### src/rtl/mdio_eng_pkg.sv
`timescale 1ns/1ps
// Shared constants, the command-register layout and the frame builder for the
// management access engine. Assumes clause-22 framing with a full preamble.
package mdio_eng_pkg;

    localparam int FRAME_BITS    = 64;
    localparam int PREAMBLE_BITS = 32;
    localparam int TA_FIRST      = 46;   // index of first turnaround bit
    localparam int DATA_FIRST    = 48;   // index of first data bit
    localparam int IDX_W         = $clog2(FRAME_BITS);

    localparam logic [1:0] SOF_CODE = 2'b01;
    localparam logic [1:0] OP_WRITE = 2'b01;
    localparam logic [1:0] OP_READ  = 2'b10;
    localparam logic [1:0] TA_DRIVE = 2'b10;

    // Command register layout, bit 31 down to bit 0.
    typedef struct packed {
        logic        req;
        logic        is_wr;
        logic [3:0]  spare;
        logic [4:0]  phy;
        logic [4:0]  regad;
        logic [15:0] data;
    } mgmt_cmd_t;

    // Assemble the serial frame, first bit on the wire in the MSB.
    function automatic logic [FRAME_BITS-1:0] build_frame(input mgmt_cmd_t c);
        logic [1:0]  op;
        logic [1:0]  ta;
        logic [15:0] dat;
        op  = c.is_wr ? OP_WRITE : OP_READ;
        ta  = c.is_wr ? TA_DRIVE : 2'b00;
        dat = c.is_wr ? c.data   : 16'h0000;
        return {{PREAMBLE_BITS{1'b1}}, SOF_CODE, op, c.phy, c.regad, ta, dat};
    endfunction

endpackage

### src/rtl/mdc_divider.sv
`timescale 1ns/1ps
// MDC generator. While run is high, MDC toggles every HALF_CYCLES system
// clocks, starting low. The rise/fall event outputs are high in the cycle
// just before MDC changes. Assumes run drops only in a cycle where MDC falls,
// so MDC is always low while idle.
module mdc_divider #(
    parameter int HALF_CYCLES = 25
) (
    input  logic clk,
    input  logic rst_n,
    input  logic run,
    output logic mdc,
    output logic rise_evt,
    output logic fall_evt
);
    localparam int CNT_W = (HALF_CYCLES > 1) ? $clog2(HALF_CYCLES) : 1;
    localparam logic [CNT_W-1:0] CNT_LAST = CNT_W'(HALF_CYCLES - 1);

    logic [CNT_W-1:0] cnt_q;
    logic             wrap;

    // Wrap of the half-period counter while running.
    assign wrap     = run && (cnt_q == CNT_LAST);
    assign rise_evt = wrap && !mdc;
    assign fall_evt = wrap &&  mdc;

    // Half-period counter and MDC toggle; held idle while not running.
    always_ff @(posedge clk) begin
        if (!rst_n || !run) begin
            cnt_q <= '0;
            mdc   <= 1'b0;
        end else if (wrap) begin
            cnt_q <= '0;
            mdc   <= ~mdc;
        end else begin
            cnt_q <= cnt_q + 1'b1;
        end
    end

    assert_mdc_idle_low_R9: assert property (@(posedge clk) disable iff (!rst_n)
        !run |=> !mdc);

    assert_mdc_rise_after_half_R9: assert property (@(posedge clk) disable iff (!rst_n)
        $rose(mdc) |-> ($past(cnt_q) == CNT_LAST && $past(run)));

endmodule

### src/rtl/mdio_frame_seq.sv
`timescale 1ns/1ps
// Frame sequencer. Loads a command on start, shifts one frame bit per MDC
// period (new bit after each falling MDC), releases MDIO for the turnaround
// and data of a read, and samples read data on rising MDC. Assumes start is
// only asserted while inactive.
module mdio_frame_seq
    import mdio_eng_pkg::*;
(
    input  logic        clk,
    input  logic        rst_n,
    input  logic        start,
    input  mgmt_cmd_t   cmd,
    input  logic        rise_evt,
    input  logic        fall_evt,
    input  logic        mdio_in,
    output logic        active,
    output logic        done,
    output logic        mdio_out,
    output logic        mdio_oe,
    output logic [15:0] rd_data
);
    localparam logic [IDX_W-1:0] IDX_LAST = IDX_W'(FRAME_BITS - 1);
    localparam logic [IDX_W-1:0] IDX_TA   = IDX_W'(TA_FIRST);
    localparam logic [IDX_W-1:0] IDX_DATA = IDX_W'(DATA_FIRST);
    localparam logic [IDX_W-1:0] IDX_PRE  = IDX_W'(PREAMBLE_BITS);

    logic [FRAME_BITS-1:0] shreg_q;
    logic [IDX_W-1:0]      bit_idx_q;
    logic                  is_rd_q;

    assign done     = active && fall_evt && (bit_idx_q == IDX_LAST);
    assign mdio_out = active ? shreg_q[FRAME_BITS-1] : 1'b1;
    assign mdio_oe  = active && !(is_rd_q && (bit_idx_q >= IDX_TA));

    // Frame shift register and bit position, advanced on falling MDC.
    always_ff @(posedge clk) begin
        if (!rst_n) begin
            shreg_q   <= '0;
            bit_idx_q <= '0;
            is_rd_q   <= 1'b0;
            active    <= 1'b0;
        end else if (start) begin
            shreg_q   <= build_frame(cmd);
            bit_idx_q <= '0;
            is_rd_q   <= !cmd.is_wr;
            active    <= 1'b1;
        end else if (active && fall_evt) begin
            if (bit_idx_q == IDX_LAST) begin
                active <= 1'b0;
            end else begin
                bit_idx_q <= bit_idx_q + 1'b1;
                shreg_q   <= {shreg_q[FRAME_BITS-2:0], 1'b0};
            end
        end
    end

    // Read data capture on rising MDC during the data bits.
    always_ff @(posedge clk) begin
        if (!rst_n || start) begin
            rd_data <= '0;
        end else if (active && rise_evt && is_rd_q && (bit_idx_q >= IDX_DATA)) begin
            rd_data <= {rd_data[14:0], mdio_in};
        end
    end

    assert_preamble_driven_ones_R3: assert property (@(posedge clk) disable iff (!rst_n)
        (active && bit_idx_q < IDX_PRE) |-> (mdio_out && mdio_oe));

    assert_write_never_releases_R4: assert property (@(posedge clk) disable iff (!rst_n)
        (active && !is_rd_q) |-> mdio_oe);

    assert_out_changes_on_fall_R9: assert property (@(posedge clk) disable iff (!rst_n)
        (active && $past(active) && !$past(fall_evt)) |-> $stable(mdio_out));

endmodule

### src/rtl/mdio_access_engine.sv
`timescale 1ns/1ps
// Management access engine top. Holds the single command/result register,
// accepts a write only while no frame is running, launches a frame when the
// request bit is written as 1, clears the request bit at frame end and
// deposits read data in the low half. Assumes one host write port.
module mdio_access_engine
    import mdio_eng_pkg::*;
#(
    parameter int MDC_HALF_CYCLES = 25
) (
    input  logic        clk,
    input  logic        rst_n,
    input  logic        reg_wr_en,
    input  logic [31:0] reg_wr_data,
    output logic [31:0] reg_rd_data,
    output logic        mdc,
    output logic        mdio_out,
    output logic        mdio_oe,
    input  logic        mdio_in
);
    mgmt_cmd_t   cmd_q;
    mgmt_cmd_t   wr_cmd;
    logic        accept;
    logic        launch;
    logic        seq_active;
    logic        seq_done;
    logic        rise_evt;
    logic        fall_evt;
    logic [15:0] seq_rd_data;

    assign wr_cmd      = mgmt_cmd_t'(reg_wr_data);
    assign accept      = reg_wr_en && !cmd_q.req;
    assign launch      = accept && wr_cmd.req;
    assign reg_rd_data = 32'(cmd_q);

    // Command/result register: host load when idle, completion update.
    always_ff @(posedge clk) begin
        if (!rst_n) begin
            cmd_q <= '0;
        end else if (seq_done) begin
            cmd_q.req <= 1'b0;
            if (!cmd_q.is_wr) begin
                cmd_q.data <= seq_rd_data;
            end
        end else if (accept) begin
            cmd_q <= wr_cmd;
        end
    end

    mdc_divider #(
        .HALF_CYCLES (MDC_HALF_CYCLES)
    ) u_mdc_div (
        .clk      (clk),
        .rst_n    (rst_n),
        .run      (seq_active),
        .mdc      (mdc),
        .rise_evt (rise_evt),
        .fall_evt (fall_evt)
    );

    mdio_frame_seq u_seq (
        .clk      (clk),
        .rst_n    (rst_n),
        .start    (launch),
        .cmd      (wr_cmd),
        .rise_evt (rise_evt),
        .fall_evt (fall_evt),
        .mdio_in  (mdio_in),
        .active   (seq_active),
        .done     (seq_done),
        .mdio_out (mdio_out),
        .mdio_oe  (mdio_oe),
        .rd_data  (seq_rd_data)
    );

    assert_req_held_while_active_R2: assert property (@(posedge clk) disable iff (!rst_n)
        seq_active |-> reg_rd_data[31]);

    assert_req_clears_after_done_R2: assert property (@(posedge clk) disable iff (!rst_n)
        seq_done |=> !reg_rd_data[31]);

    assert_busy_write_ignored_R7: assert property (@(posedge clk) disable iff (!rst_n)
        (reg_rd_data[31] && reg_wr_en && !seq_done) |=> $stable(reg_rd_data[30:16]));

    assert_no_frame_without_req_R8: assert property (@(posedge clk) disable iff (!rst_n)
        (!reg_rd_data[31]) |=> !mdio_oe || reg_rd_data[31]);

endmodule

### config.mk
export PLATFORM = sky130hd
export DESIGN_NAME = mdio_access_engine
export DESIGN_NICKNAME = d
export VERILOG_FILES = /design/src/rtl/mdio_eng_pkg.sv /design/src/rtl/mdc_divider.sv /design/src/rtl/mdio_frame_seq.sv /design/src/rtl/mdio_access_engine.sv
export SDC_FILE = /design/constraint.sdc
export NUM_CORES = 1
export LEC_CHECK = 0
export BUFFER_PORTS_ARGS = -buffer_cell sky130_fd_sc_hd__buf_2
export CAP_MARGIN = 0
export CORE_ASPECT_RATIO = 1.4
export CORE_MARGIN = 10
export CORE_UTILIZATION = 45
export DETAILED_ROUTE_END_ITERATION = 6
export PLACE_DENSITY = 0.64
export SLEW_MARGIN = 25
export SYNTH_ARGS = -nofsm -noshare
export SYNTH_HDL_FRONTEND = slang
export SYNTH_HIERARCHICAL = 1
export SYNTH_SLANG_ARGS = --single-unit
### constraint.sdc
create_clock -name clk -period 2.3 [get_ports clk]
set_input_delay 0.115 -clock clk [delete_from_list [all_inputs] [get_ports clk]]
set_output_delay 0.115 -clock clk [all_outputs]
set_load 0.01 [all_outputs]
==> qor.yml <==
finalHoldViolCount: 0
num_io_pins: 71
synthTopCellsByArea: "dfxtp_1, a21oi_1, a311o_1"
io_buffers: 70
cts_buffer_depth: 2
die_x_um: 118
post_synth_instance_area_um2: 6000
grt_pass1_wl_um: 25200
hold_class: "in -> reg"
place_ws_ns: -0.213
ys_warn_count: 6
netlist_instances: 678
finalMaxSlewViolations: 0
period_minus_slack_ns: 2.19
drt_first_iter_violations: 346
rows: 49
wirelength_um: 15300
cts_tree: "built"
cp_max_fo: 14
wl_per_cell_um: 16.6
crit_required_ns: 2.59
num_vias: 5480
p_per_area_nw_per_um2: 761
ys_top_cells_by_count: "dfxtp_1, a21oi_1, nand2_1, o21ai_0, clkbuf_1"
h-tree-depth: 4
avgSynthCellArea_um2: 8.86
vdd_drop_max_mv: 0.430
syn_nets: 718
coreArea_um2: 12900
drc: 0
cp_num_buf_inv: 2
cts_root_buf: "clkbuf_16"
cp_slowest_cell: "or4b_1"
grt.total_usage: 0.160
max-cap-violations: 0
dieArea_um2: 18400
hpwlAfterDp_um: 9660
place_inst: 872
synth_top_area_cell: "dfxtp_1"
worst_slew_pin_slew_ns: 0.753
yosysMostFrequentCell: "dfxtp_1"
nets: 768
drive_above_1_share: 0.215
routed_via_density: 5.96
finalSetupViolations: 0
place.gp.congestion: 0.764
maxSlewHeadroom: 0.497
timing.final.ws_setup_ns: 0.110
stdcell_count: 919
finalCritPeriodShare: 0.952
post-cts-setup-buffers: 0
crit_family: "simple AND/OR/NAND/NOR gates"
synth.top_cell.area_share: 0.420
path_cells: "inv_1 -> ha_1 -> and4b_2 -> and3_2 -> buf_4 -> nand4_1 -> or4b_1 -> o211a_1"
ys_types: 50
tns_ns: 0
cts_sinks: 126
fmax_mhz: 457
rsz0062_at_grt: "true"
p_leak_nw: 2.72
clock_latency_ns: 0.41
fp.dieH_um: 157
synth-edff-count: 0
antenna_found_initial: 1
start_kind: "register"
status: "completed"
area_growth_pct: 19.1
dr.pass1.iters: 5
synth_ff_type: "dfxtp_1"
gr-total-overflow: 0
grt_pass1_vias: 5201
end_kind: "register"
cts_buffers: 17
critPathMaxStageDelay_ns: 0.51
cts.clk_slew.worst_paths_ns: 0.06
async_flop_share: 0
crit_type: "reg -> reg"
yosysSeqAreaShare: 0.420
fin_skew_ns: 0.00773
ant_nets: 0
ys_seq_elements: 126
crit_arrival_ns: 2.48
grt_max_degree: 68
start_util: 0.464
[metal layers]
layer,up-vias,global-route usage,routed length (um)
met4,0,0.0667,167
met5,-,0,0
met3,13,0.0364,634
met2,139,0.269,7820
li1,2672,-,-
met1,2656,0.193,6650
[worst register-to-register path, stage by stage, from the launching register on]
cell,delay [ns]
dfxtp_2,0.33
inv_1,0.06
ha_1,0.13
and4b_2,0.27
and3_2,0.23
buf_4,0.20
nand4_1,0.20
or4b_1,0.51
o211a_1,0.15
[cells by family after synthesis]
logic type,share of synthesized area
XOR/XNOR,0.00584
buffers and inverters,0.0781
multiplexers,0.0617
adder cells (fa/ha/maj),0.00834
flip-flops,0.420
AND/OR/NAND/NOR,0.136
AO/OA/AOI/OAI,0.290
[stage by stage]
step / hold slack, ns / util / cell area (um2) / power [W]
6_report: 0.0345 / 0.553 / 7150 / 0.00544
5_1_grt: 0.0476 / 0.553 / 7150 / 0.00565
4_1_cts: 0.0233 / 0.551 / 7120 / 0.00548
3_5_place_dp: 0.364 / 0.494 / 6380 / 0.00285
3_3_place_gp: 0.357 / 0.494 / 6380 / 0.00283
2_1_floorplan: 0.250 / - / 6020 / 0.00270
[layout make-up]
cell class                 count  area (um2)
timing repair buffer         111         721
antenna                        1        2.50
inverter                      12        47.5
tap                          178         223
multi-input combinational    460        3050
clock buffer                  19         443
fill                        1173        5790
clock inverter                12         139
sequential                   126        2520
[power by group]
| part | switching (W) | internal (W) |
|---|---|---|
| Sequential | 0.0000749 | 0.00230 |
| Combinational | 0.000243 | 0.000207 |
| Clock | 0.000983 | 0.00163 |
[cell usage in the layout, fill, tap and decap left out, types with 10 or more instances in the layout]
cell type      count
dfxtp_1          125
a21oi_1           82
buf_2             70
nand2_1           54
o21ai_0           46
nand4_1           36
a311o_1           33
buf_4             24
nor2_1            24
nand3_1           21
mux2i_1           19
clkbuf_16         17
mux2_2            16
dlygate4sd3_1     15
a2111oi_0         15
a31oi_1           14
o211ai_1          14
a2bb2oi_1         13
a2111oi_1         11
inv_1             10
a21boi_1          10
[state kept, by name (all words and copies together), names as in the netlist]
register	count
reg_rd_data	32
u_mdc_div/cnt_q	5
u_mdc_div/mdc	1
u_seq/active	1
u_seq/bit_idx_q	6
u_seq/is_rd_q	1
u_seq/rd_data	16
u_seq/shreg_q	64
[final timing paths]
kind              slack (ns)                           from  cells after the start                         endpoint
setup / recovery        0.11  u_mdc_div/cnt_q[0]$_SDFF_PP0_                      8  u_seq/bit_idx_q[5]$_SDFFE_PP0P_
hold / removal          0.03                 reg_wr_data[8]                      3      reg_rd_data[8]$_SDFFE_PN0P_
setup reg to reg        0.11  u_mdc_div/cnt_q[0]$_SDFF_PP0_                      8  u_seq/bit_idx_q[5]$_SDFFE_PP0P_
hold reg to reg         0.44  u_mdc_div/cnt_q[0]$_SDFF_PP0_                      1    u_mdc_div/cnt_q[0]$_SDFF_PP0_
[what timing repair did]
action	in CTS	in global routing
hold endpoints to repair	15	0
resized for setup	3	9
setup endpoints to repair	31	8
hold buffers	15	0
Note: power is estimated with default switching activity, not from simulation.
